==> src/rtl/uart_rx_pkg.sv <==
package uart_rx_pkg;
  localparam int unsigned DATA_W = 8;
  localparam int unsigned IDX_W  = $clog2(DATA_W);

  typedef enum logic [2:0] {
    ST_IDLE, ST_START, ST_DATA, ST_PAR, ST_STOP, ST_HOLD
  } rx_state_e;

  typedef struct packed {
    logic [1:0] wlen;
    logic       par_en;
    logic       par_even;
    logic       par_stick;
  } line_cfg_t;

  typedef struct packed {
    logic perr;
    logic ferr;
    logic brk;
  } word_err_t;
endpackage

==> src/rtl/uart_rx_sync.sv <==
module uart_rx_sync #(
  parameter int unsigned STAGES = 2
) (
  input  logic clk_i,
  input  logic rst_ni,
  input  logic d_i,
  output logic q_o
);
  logic [STAGES-1:0] pipe_q;

  always_ff @(posedge clk_i or negedge rst_ni) begin
    if (!rst_ni) pipe_q <= '1;
    else         pipe_q <= {pipe_q[STAGES-2:0], d_i};
  end

  assign q_o = pipe_q[STAGES-1];
endmodule

==> src/rtl/uart_rx_frame.sv <==
module uart_rx_frame
  import uart_rx_pkg::*;
#(
  parameter int unsigned OSR = 16
) (
  input  logic              clk_i,
  input  logic              rst_ni,
  input  logic              tick_i,
  input  logic              rx_i,
  input  line_cfg_t         cfg_i,
  output logic              done_o,
  output logic [DATA_W-1:0] word_o,
  output word_err_t         err_o
);
  localparam int unsigned CW = $clog2(OSR);
  localparam logic [CW-1:0] MID_C  = CW'(OSR/2 - 1);
  localparam logic [CW-1:0] LAST_C = CW'(OSR - 1);

  rx_state_e         state_q;
  logic [CW-1:0]     cnt_q;
  logic [IDX_W-1:0]  idx_q;
  logic [DATA_W-1:0] shreg_q;
  logic              acc_q, par_q, zero_q, done_q;
  word_err_t         err_q;

  logic [IDX_W-1:0]  last_idx;
  logic              exp_par, sample, brk_now;

  assign last_idx = IDX_W'(4) + IDX_W'(cfg_i.wlen);
  assign exp_par  = cfg_i.par_stick ? ~cfg_i.par_even
                  : (cfg_i.par_even ? acc_q : ~acc_q);
  assign sample   = tick_i && (cnt_q == LAST_C);
  assign brk_now  = zero_q & ~rx_i;

  always_ff @(posedge clk_i or negedge rst_ni) begin
    if (!rst_ni) begin
      state_q <= ST_IDLE;
      cnt_q   <= '0;
      idx_q   <= '0;
      shreg_q <= '0;
      acc_q   <= 1'b0;
      par_q   <= 1'b0;
      zero_q  <= 1'b0;
      done_q  <= 1'b0;
      err_q   <= '0;
    end else begin
      done_q <= 1'b0;
      if (tick_i && state_q != ST_IDLE && state_q != ST_HOLD && !sample &&
          !(state_q == ST_START && cnt_q == MID_C))
        cnt_q <= cnt_q + 1'b1;
      case (state_q)
        ST_IDLE: if (tick_i && !rx_i) begin
          state_q <= ST_START;
          cnt_q   <= '0;
        end
        ST_START: if (tick_i && cnt_q == MID_C) begin
          if (!rx_i) begin
            state_q <= ST_DATA;
            cnt_q   <= '0;
            idx_q   <= '0;
            shreg_q <= '0;
            acc_q   <= 1'b0;
            zero_q  <= 1'b1;
          end else begin
            state_q <= ST_IDLE;
          end
        end
        ST_DATA: if (sample) begin
          cnt_q          <= '0;
          shreg_q[idx_q] <= rx_i;
          acc_q          <= acc_q ^ rx_i;
          zero_q         <= zero_q & ~rx_i;
          idx_q          <= idx_q + 1'b1;
          if (idx_q == last_idx) state_q <= cfg_i.par_en ? ST_PAR : ST_STOP;
        end
        ST_PAR: if (sample) begin
          cnt_q   <= '0;
          par_q   <= rx_i;
          zero_q  <= zero_q & ~rx_i;
          state_q <= ST_STOP;
        end
        ST_STOP: if (sample) begin
          cnt_q      <= '0;
          done_q     <= 1'b1;
          err_q.ferr <= ~rx_i;
          err_q.brk  <= brk_now;
          err_q.perr <= cfg_i.par_en & ~brk_now & (par_q != exp_par);
          state_q    <= rx_i ? ST_IDLE : ST_HOLD;
        end
        ST_HOLD: if (rx_i) state_q <= ST_IDLE;
        default: state_q <= ST_IDLE;
      endcase
    end
  end

  assign done_o = done_q;
  assign word_o = shreg_q;
  assign err_o  = err_q;
endmodule

==> src/rtl/uart_rx_status.sv <==
module uart_rx_status
  import uart_rx_pkg::*;
(
  input  logic              clk_i,
  input  logic              rst_ni,
  input  logic              done_i,
  input  logic [DATA_W-1:0] word_i,
  input  word_err_t         err_i,
  input  logic              data_rd_i,
  input  logic              status_rd_i,
  input  logic              tx_empty_i,
  input  logic              tx_hold_empty_i,
  output logic [DATA_W-1:0] data_o,
  output logic [7:0]        status_o
);
  logic [DATA_W-1:0] hold_q;
  logic dr_q, oe_q, pe_q, fe_q, bi_q, herr_q;

  always_ff @(posedge clk_i or negedge rst_ni) begin
    if (!rst_ni) begin
      hold_q <= '0;
      dr_q   <= 1'b0;
      oe_q   <= 1'b0;
      pe_q   <= 1'b0;
      fe_q   <= 1'b0;
      bi_q   <= 1'b0;
      herr_q <= 1'b0;
    end else begin
      if (done_i) begin
        hold_q <= word_i;
        herr_q <= err_i.perr | err_i.ferr | err_i.brk;
      end else if (data_rd_i) begin
        herr_q <= 1'b0;
      end

      if (done_i)         dr_q <= 1'b1;
      else if (data_rd_i) dr_q <= 1'b0;

      if (done_i && dr_q && !data_rd_i) oe_q <= 1'b1;
      else if (status_rd_i)             oe_q <= 1'b0;

      if (done_i && err_i.perr) pe_q <= 1'b1;
      else if (status_rd_i)     pe_q <= 1'b0;

      if (done_i && err_i.ferr) fe_q <= 1'b1;
      else if (status_rd_i)     fe_q <= 1'b0;

      if (done_i && err_i.brk)  bi_q <= 1'b1;
      else if (status_rd_i)     bi_q <= 1'b0;
    end
  end

  assign data_o   = hold_q;
  assign status_o = {herr_q, tx_empty_i, tx_hold_empty_i, bi_q, fe_q, pe_q, oe_q, dr_q};
endmodule

==> src/rtl/uart_rx_lsr.sv <==
module uart_rx_lsr
  import uart_rx_pkg::*;
#(
  parameter int unsigned OSR         = 16,
  parameter int unsigned SYNC_STAGES = 2
) (
  input  logic       clk_i,
  input  logic       rst_ni,
  input  logic       os_tick_i,
  input  logic       rxd_i,
  input  logic [1:0] wlen_i,
  input  logic       par_en_i,
  input  logic       par_even_i,
  input  logic       par_stick_i,
  input  logic       tx_empty_i,
  input  logic       tx_hold_empty_i,
  input  logic       data_rd_i,
  input  logic       status_rd_i,
  output logic [7:0] data_o,
  output logic [7:0] status_o
);
  logic              rx_s;
  logic              word_done;
  logic [DATA_W-1:0] word;
  word_err_t         word_err;
  line_cfg_t         cfg;

  assign cfg = '{wlen: wlen_i, par_en: par_en_i, par_even: par_even_i,
                 par_stick: par_stick_i};

  uart_rx_sync #(.STAGES(SYNC_STAGES)) i_sync (
    .clk_i (clk_i),
    .rst_ni(rst_ni),
    .d_i   (rxd_i),
    .q_o   (rx_s)
  );

  uart_rx_frame #(.OSR(OSR)) i_frame (
    .clk_i (clk_i),
    .rst_ni(rst_ni),
    .tick_i(os_tick_i),
    .rx_i  (rx_s),
    .cfg_i (cfg),
    .done_o(word_done),
    .word_o(word),
    .err_o (word_err)
  );

  uart_rx_status i_status (
    .clk_i          (clk_i),
    .rst_ni         (rst_ni),
    .done_i         (word_done),
    .word_i         (word),
    .err_i          (word_err),
    .data_rd_i      (data_rd_i),
    .status_rd_i    (status_rd_i),
    .tx_empty_i     (tx_empty_i),
    .tx_hold_empty_i(tx_hold_empty_i),
    .data_o         (data_o),
    .status_o       (status_o)
  );
endmodule

==> config.mk <==
export PLATFORM = sky130hd
export DESIGN_NAME = uart_rx_lsr
export DESIGN_NICKNAME = d
export VERILOG_FILES = /design/src/rtl/uart_rx_pkg.sv /design/src/rtl/uart_rx_sync.sv /design/src/rtl/uart_rx_frame.sv /design/src/rtl/uart_rx_status.sv /design/src/rtl/uart_rx_lsr.sv
export SDC_FILE = /design/constraint.sdc
export NUM_CORES = 1
export LEC_CHECK = 0
export BUFFER_PORTS_ARGS = -buffer_cell sky130_fd_sc_hd__buf_4
export CORE_AREA = 2 2 69 71
export DETAILED_ROUTE_END_ITERATION = 16
export DIE_AREA = 0 0 71 73
export GPL_TIMING_DRIVEN = 0
export PLACE_DENSITY_LB_ADDON = 0.15
export SYNTH_ARGS = -nofsm -noshare
export SYNTH_HDL_FRONTEND = slang
export SYNTH_SLANG_ARGS = --single-unit
export TNS_END_PERCENT = 1
==> constraint.sdc <==
create_clock -name clk_i -period 1.81 [get_ports clk_i]
set_input_delay 0.181 -clock clk_i [delete_from_list [all_inputs] [get_ports clk_i]]
set_output_delay 0.181 -clock clk_i [all_outputs]
set_load 0.1 [all_outputs]
==> results of run 1 <==
## power by group through the flow
stage | clock, mW | sequential, mW | combinational (mW)
6_report | 0.763 | 1.12 | 0.836
5_1_grt | 0.814 | 1.14 | 0.939
4_1_cts | 0.779 | 1.12 | 0.818
3_5_place_dp | 0 | 1.12 | 0.803
3_3_place_gp | 0 | 1.12 | 0.805
2_1_floorplan | 0 | 1.09 | 0.641
## per-stage QoR
stage          TNS (ns)  total power [mW]  area [um^2]  std cells
6_report              0              2.72         2630        302
5_1_grt         -0.0465              2.89         2630        302
4_1_cts               0              2.71         2610        300
3_5_place_dp     -0.270              1.93         2460        290
3_3_place_gp     -0.408              1.93         2460        290
2_1_floorplan         0              1.73         2200        210
## layout by cell type, fill, tap and decap left out, types with 2 or more instances in the layout
cell type       n
nand2_1        15
nand3_1         9
nand4_1         2
a32o_1          5
nor2b_1         9
a32oi_1         2
or3_1           2
o31ai_1         5
xnor2_1         5
buf_2           4
a22o_1          5
o2bb2ai_1       2
o21ai_0         9
inv_1           5
xor2_1          2
nor4b_1         2
dlygate4sd3_1   2
o21ai_1         5
buf_4          36
nor3b_1         3
a21oi_1         7
clkbuf_1        6
mux2_2          9
a21o_1          3
o22ai_1         5
dfstp_2         2
dfrtp_1        39
clkbuf_8        6
nand2b_1        4
nor2_1          5
buf_6           3
and3_1          2
## what timing repair did
action                                  4_1_cts  5_1_grt
gates cloned                                  0        0
hold endpoints to repair                     40        0
hold buffers                                  2        0
buffers inserted                              0        2
resized for setup                             2        3
endpoints found under the setup margin        7       10
pin swaps                                     0        3
## worst paths after layout
| kind | from | cells after the start | to | slack (ns) |
|---|---|---|---|---|
| setup / recovery | i_frame.cnt_q[0] | 7 | i_frame.word_o[6] | 0.1 |
| hold / removal | data_rd_i | 4 | i_status.herr_q | 0.13 |
| setup reg to reg | i_frame.cnt_q[0] | 7 | i_frame.word_o[6] | 0.1 |
| hold reg to reg | i_sync.pipe_q[0] | 0 | i_sync.pipe_q[1] | 0.36 |
| max in group asynchronous | rst_ni | 2 | i_sync.pipe_q[0] | 1.04 |
| min in group asynchronous | rst_ni | 2 | i_status.bi_q | 0.38 |
## logic make-up (layout without fill, tap and decap cells)
group / count (synthesis) / after routing
XOR/XNOR: 7 / 7
AND/OR/NAND/NOR: 67 / 67
multiplexers: 9 / 9
flip-flops: 41 / 41
AO/OA/AOI/OAI: 57 / 57
buffers and inverters: 27 / 65
adder cells (fa/ha/maj): 2 / 2
## worst max-delay path, stage by stage, from the launching register on
cell     delay, ns
dfrtp_1       0.43
ha_4          0.19
and4_1        0.15
buf_6         0.14
and3_1        0.17
buf_6         0.13
and2b_4       0.17
a32o_1        0.25
## state kept, by name, indices dropped and copies added, names as in the netlist, 2 cells and up
name             cells
i_frame.cnt_q        4
i_frame.err_o        3
i_frame.idx_q        3
i_frame.state_q      3
i_frame.word_o       8
i_status.data_o      8
i_sync.pipe_q        2
## layout make-up
cell class	count	area, um^2
plain buffers	22	141
clock buffers	6	82.6
clock inverters	2	37.5
fillers	397	1910
inverters	5	18.8
multi-input cells	142	1020
flip-flops and latches	41	1030
well taps	54	67.6
repair buffers	30	230
## layer usage
| layer | up-vias | share of wire | wire length [um] | track usage |
|---|---|---|---|---|
| met5 | - | 0 | 0 | 0 |
| met4 | 0 | 0.015 | 63 | 0.0692 |
| met3 | 6 | 0.052 | 220 | 0.0401 |
| met2 | 42 | 0.47 | 2010 | 0.294 |
| met1 | 807 | 0.46 | 1930 | 0.239 |
| li1 | 835 | - | - | - |
==> reports/qor.yml, run 1 <==
outcome:
  status: "finished clean"
synthesis:
  yosysSeqAreaShare: 0.468
  synthTopCellsByCount: "dfrtp_1 (39), nand2_1 (15)"
  synth_edf_count: 0
  synth.mux.area_fraction: 0.0462
  synth_area_per_cell_um2: 10.5
  synth_compound_area_frac: 0.185
  synth-main-ff-cell: "dfrtp_1"
  synth.top_cell.area_share: 0.444
  yosys.area_share.simple: 0.189
  synth_fp_nets: 225
  yosysMostFrequentCell: "dfrtp_1"
  yosysWarnings: 0
  ys_ff_latch: 41
  synth_top_area_cell: "dfrtp_1"
  synth.area.top_cells: "dfrtp_1 (44%), mux2_2 (4.6%), buf_4 (2.7%), nand2_1 (2.6%), nor2b_1 (2.6%)"
  yosysUniqueCellTypes: 53
  ys_async_sr_fraction: 1.00
  synth_top_family_by_area: "simple AND/OR/NAND/NOR gates"
  synth-xor-area-share: 0.0279
  syn_area_mm2: 0.00220
  synth_fa_ha_area_frac: 0.0114
  postSynthCellCount: 210
floorplanning:
  start_util: 0.484
  die_h_um: 73
  ios: 29
  num_rows: 25
  design.core.area_mm2: 0.00454
  die_w_um: 71
  dieArea_mm2: 0.00518
clock_network:
  clockBufferDepth: 2
  cts.sinks: 41
  cts_tree: "built"
  clk_pin_slew_ns: 0.08
  htree_num_levels: 2
  root_buffer: "clkbuf_8"
  cts_buffers: 5
  clkLatencyLatePin_ns: 0.29
timing:
  fin_crit_sh: 0.947
  fmax_mhz: 584
  setup_viol: 0
  setup_slack_ns: 0.0965
  relSlewSlack: 0.635
  hold_slack_ns: 0.128
  tightest_slew_ns: 0.543
  period_minus_slack_ns: 1.71
  finalHoldViolations: 0
  grt_setup_unrepaired: "true"
  slew_viol_final: 0
  fin_skew_ns: 0.00854
route:
  drtIter0Drc: 68
  vias: 1690
  drc: 0
  wl_per_cell_um: 14.0
  via_per_inst: 5.60
  antenna_left: 0
  dr.pass1.iters: 4
  wl_mm: 4.22
critical_path:
  critical_path.startpoint_type: "flop"
  path_max_fanout: 10
  arrival_ns: 1.90
  cp-end-kind: "flop"
  crit_required_ns: 2.00
  crit_type: "flop to flop"
pwr:
  p_int_mw: 1.82
  ir_drop_v: 0.000573
  power_frac_clock: 0.281
  combPwrFrac: 0.308
  p_seq_frac: 0.411
  power_switching_uw: 892
  power.density_mw_per_mm2: 1030
  p_leak_nw: 1.24
  switching_share: 0.329
placed_design:
  post-dp-hpwl_mm: 3.02
  dp_slack_ns: -0.0813
  place_congestion: 0.883
  port_buffers: 26
grt:
  antenna_found_initial: 0
  grt_max_degree: 42
  grt_pass1_wl_mm: 7.49
  grt_usage: 0.181
  overflow: 0
  grt_pass1_vias: 1603
finish:
  post-route-util: 0.580
  diodes: 0
  drive_above_1_share: 0.290
  nets: 262
  area_growth_pct: 19.8
job:
  maxCapViolations: 0
hold_path:
  hp-class: "input pin to flop"
Note: power is estimated with default switching activity, not from simulation.
==> run 2, diff against run 1 <==
--- a/config.mk
+++ b/config.mk
@@ -6,9 +6,9 @@
 export NUM_CORES = 1
 export LEC_CHECK = 0
 export BUFFER_PORTS_ARGS = -buffer_cell sky130_fd_sc_hd__buf_4
-export CORE_AREA = 2 2 69 71
+export CORE_AREA = 2 2 63 65
 export DETAILED_ROUTE_END_ITERATION = 16
-export DIE_AREA = 0 0 71 73
+export DIE_AREA = 0 0 65 67
 export GPL_TIMING_DRIVEN = 0
 export PLACE_DENSITY_LB_ADDON = 0.15
 export SYNTH_ARGS = -nofsm -noshare
==> constraint.sdc (replaced) <==
create_clock -name clk_i -period 2.2 [get_ports clk_i]
set_input_delay 0.22 -clock clk_i [delete_from_list [all_inputs] [get_ports clk_i]]
set_output_delay 0.22 -clock clk_i [all_outputs]
set_load 0.1 [all_outputs]
==> run 2 against run 1 <==
Against the previous run: die area down 16%; highest routed layer unchanged; design area down 3.1%; via count increased by 1.9%; clock skew shrank 0.0038 ns; first-iteration DRC count rose by 71%; combinational power down 19%.
==> reports/qor.yml, run 2 (same netlist as run 1, synthesis figures left out) <==
timing:
  finalHoldViolations: 0  # unchanged
  fin_crit_sh: 0.904  # -0.0423
  tightest_slew_ns: 0.590  # +0.0472 ns
  period_minus_slack_ns: 1.99  # +0.276 ns
  tns_ns: 0  # unchanged
  relSlewSlack: 0.604  # -0.0317
  grt_setup_unrepaired: "false"
  slew_viol_final: 0  # unchanged
  fmax_mhz: 503  # -14%
  fin_skew_ns: 0.00477  # -0.00377 ns
  setup_viol: 0  # unchanged
route:
  via_per_inst: 5.88  # +5.0%
  drtIter0Drc: 116  # +71%
  wl_per_cell_um: 14.4  # +3.1%
  vias: 1722  # +1.9%
  antenna_left: 0  # unchanged
  wl_mm: 4.23  # about the same
  drc: 0  # unchanged
  dr.pass1.iters: 4  # unchanged
clock_network:
  cts_tree: "built"
  htree_num_levels: 2  # unchanged
  cts_buffers: 5  # unchanged
  root_buffer: "clkbuf_8"
  clkLatencyLatePin_ns: 0.30  # about the same
  post_cts_buffers: 0  # unchanged
  cts.sinks: 41  # unchanged
  clockBufferDepth: 2  # unchanged
  clk_pin_slew_ns: 0.08  # about the same
critical_path:
  crit_type: "flop to flop"
  cp-end-kind: "flop"
  critPathBufInv: 0  # -2
  arrival_ns: 2.18  # +0.28 ns
  critical_path.startpoint_type: "flop"
  cp_cell_sequence: "ha_1 > nand4b_2 > nor4_4 > o22ai_1 > a22o_1"
  crit_family: "simple AND/OR/NAND/NOR gates"
  path_max_fanout: 10  # unchanged
  cpPeakStageDelay_ns: 0.56  # +0.13 ns
  cpMaxStageDelayCell: "nor4_4"
  crit_required_ns: 2.39  # +0.39 ns
grt:
  grt_max_degree: 42  # unchanged
  grt_pass1_wl_mm: 7.45  # -0.55%
  overflow: 0  # unchanged
  grt_usage: 0.226  # +0.0447
  grt_pass1_vias: 1655  # +3.2%
  antenna_found_initial: 0  # unchanged
floorplanning:
  start_util: 0.609  # +0.125
  design.core.area_mm2: 0.00361  # -20%
  num_rows: 22  # -12%
  die_h_um: 67  # -8.2%
  ios: 29  # unchanged
  dieArea_mm2: 0.00436  # -16%
  die_w_um: 65  # -8.5%
outcome:
  status: "finished clean"
placed_design:
  post-dp-hpwl_mm: 3.01  # -0.18%
  place_inst: 284  # -2.1%
  place_congestion: 0.881  # -0.20%
  port_buffers: 26  # unchanged
job:
  maxCapViolations: 0  # unchanged
hold_path:
  hp-class: "input pin to flop"
finish:
  instances_no_fill: 293  # -3.0%
  drive_above_1_share: 0.273  # -0.0169
  nets: 259  # -1.1%
  layout_common_cells: "dfrtp_1 (39), buf_4 (34), nand2_1 (15)"
  fill_cells: 286  # -28%
  final_common_cell: "dfrtp_1"
  area_growth_pct: 16.0
  diodes: 0  # unchanged
pwr:
  p_leak_nw: 1.21  # -2.4%
  power.density_mw_per_mm2: 809  # -22%
  ir_drop_v: 0.000504  # -12%
[run 2: timing repair]
item / CTS / global route
setup endpoints to repair: 0 / 0
gates resized for setup: 0 / 0
hold buffers: 1 / 0
hold endpoints to repair: 39 / 0
[run 2: power breakdown]
part	internal [mW]	switching, mW	leakage (nW)
clock	0.219	0.259	0.0439
sequential	0.830	0.0777	0.559
combinational	0.283	0.394	0.609
[run 2: path summary, 6_finish.rpt]
path	from	to	slack, ns	cells past startpoint
worst max-delay path	i_frame.cnt_q[0]	i_frame.word_o[4]	0.21	5
worst min-delay path	rxd_i	i_sync.pipe_q[0]	0.03	1
worst max register to register	i_frame.cnt_q[0]	i_frame.word_o[4]	0.21	5
worst min register to register	i_sync.pipe_q[0]	i_sync.pipe_q[1]	0.36	0
max in group asynchronous	rst_ni	i_sync.pipe_q[1]	1.38	2
min in group asynchronous	rst_ni	i_status.bi_q	0.45	2
[run 2: stage by stage]
stage | hold WS [ns] | power [mW] | setup slack (ns) | instance area [um^2] | utilization
after global placement | 0.229 | 1.58 | 0.306 | 2450 | 0.680
after CTS | 0.0166 | 2.07 | 0.222 | 2550 | 0.706
after global routing | 0.0155 | 2.20 | 0.0656 | 2550 | 0.706
final | 0.0269 | 2.06 | 0.210 | 2550 | 0.706
after floorplan | -0.0756 | 1.43 | 0.409 | 2200 | -
after detailed placement | 0.227 | 1.59 | 0.257 | 2450 | 0.680
[run 2: layer usage]
layer	vias to the layer above	track usage	wire (um)
met2	70	0.370	2050
met4	0	0.125	82
met3	8	0.0557	284
li1	834	-	-
met5	-	0	0
met1	810	0.273	1810
[run 2: final cells by class]
type	instances	area [um^2]	area share
Buffer	22	140	0.0550
Tap cell	48	60.1	0.0236
Clock inverter	3	17.5	0.00688
Multi-Input combinational cell	142	1010	0.396
Clock buffer	5	68.8	0.0270
Sequential cell	41	1030	0.404
Inverter	5	18.8	0.00737
Timing Repair Buffer	27	205	0.0806
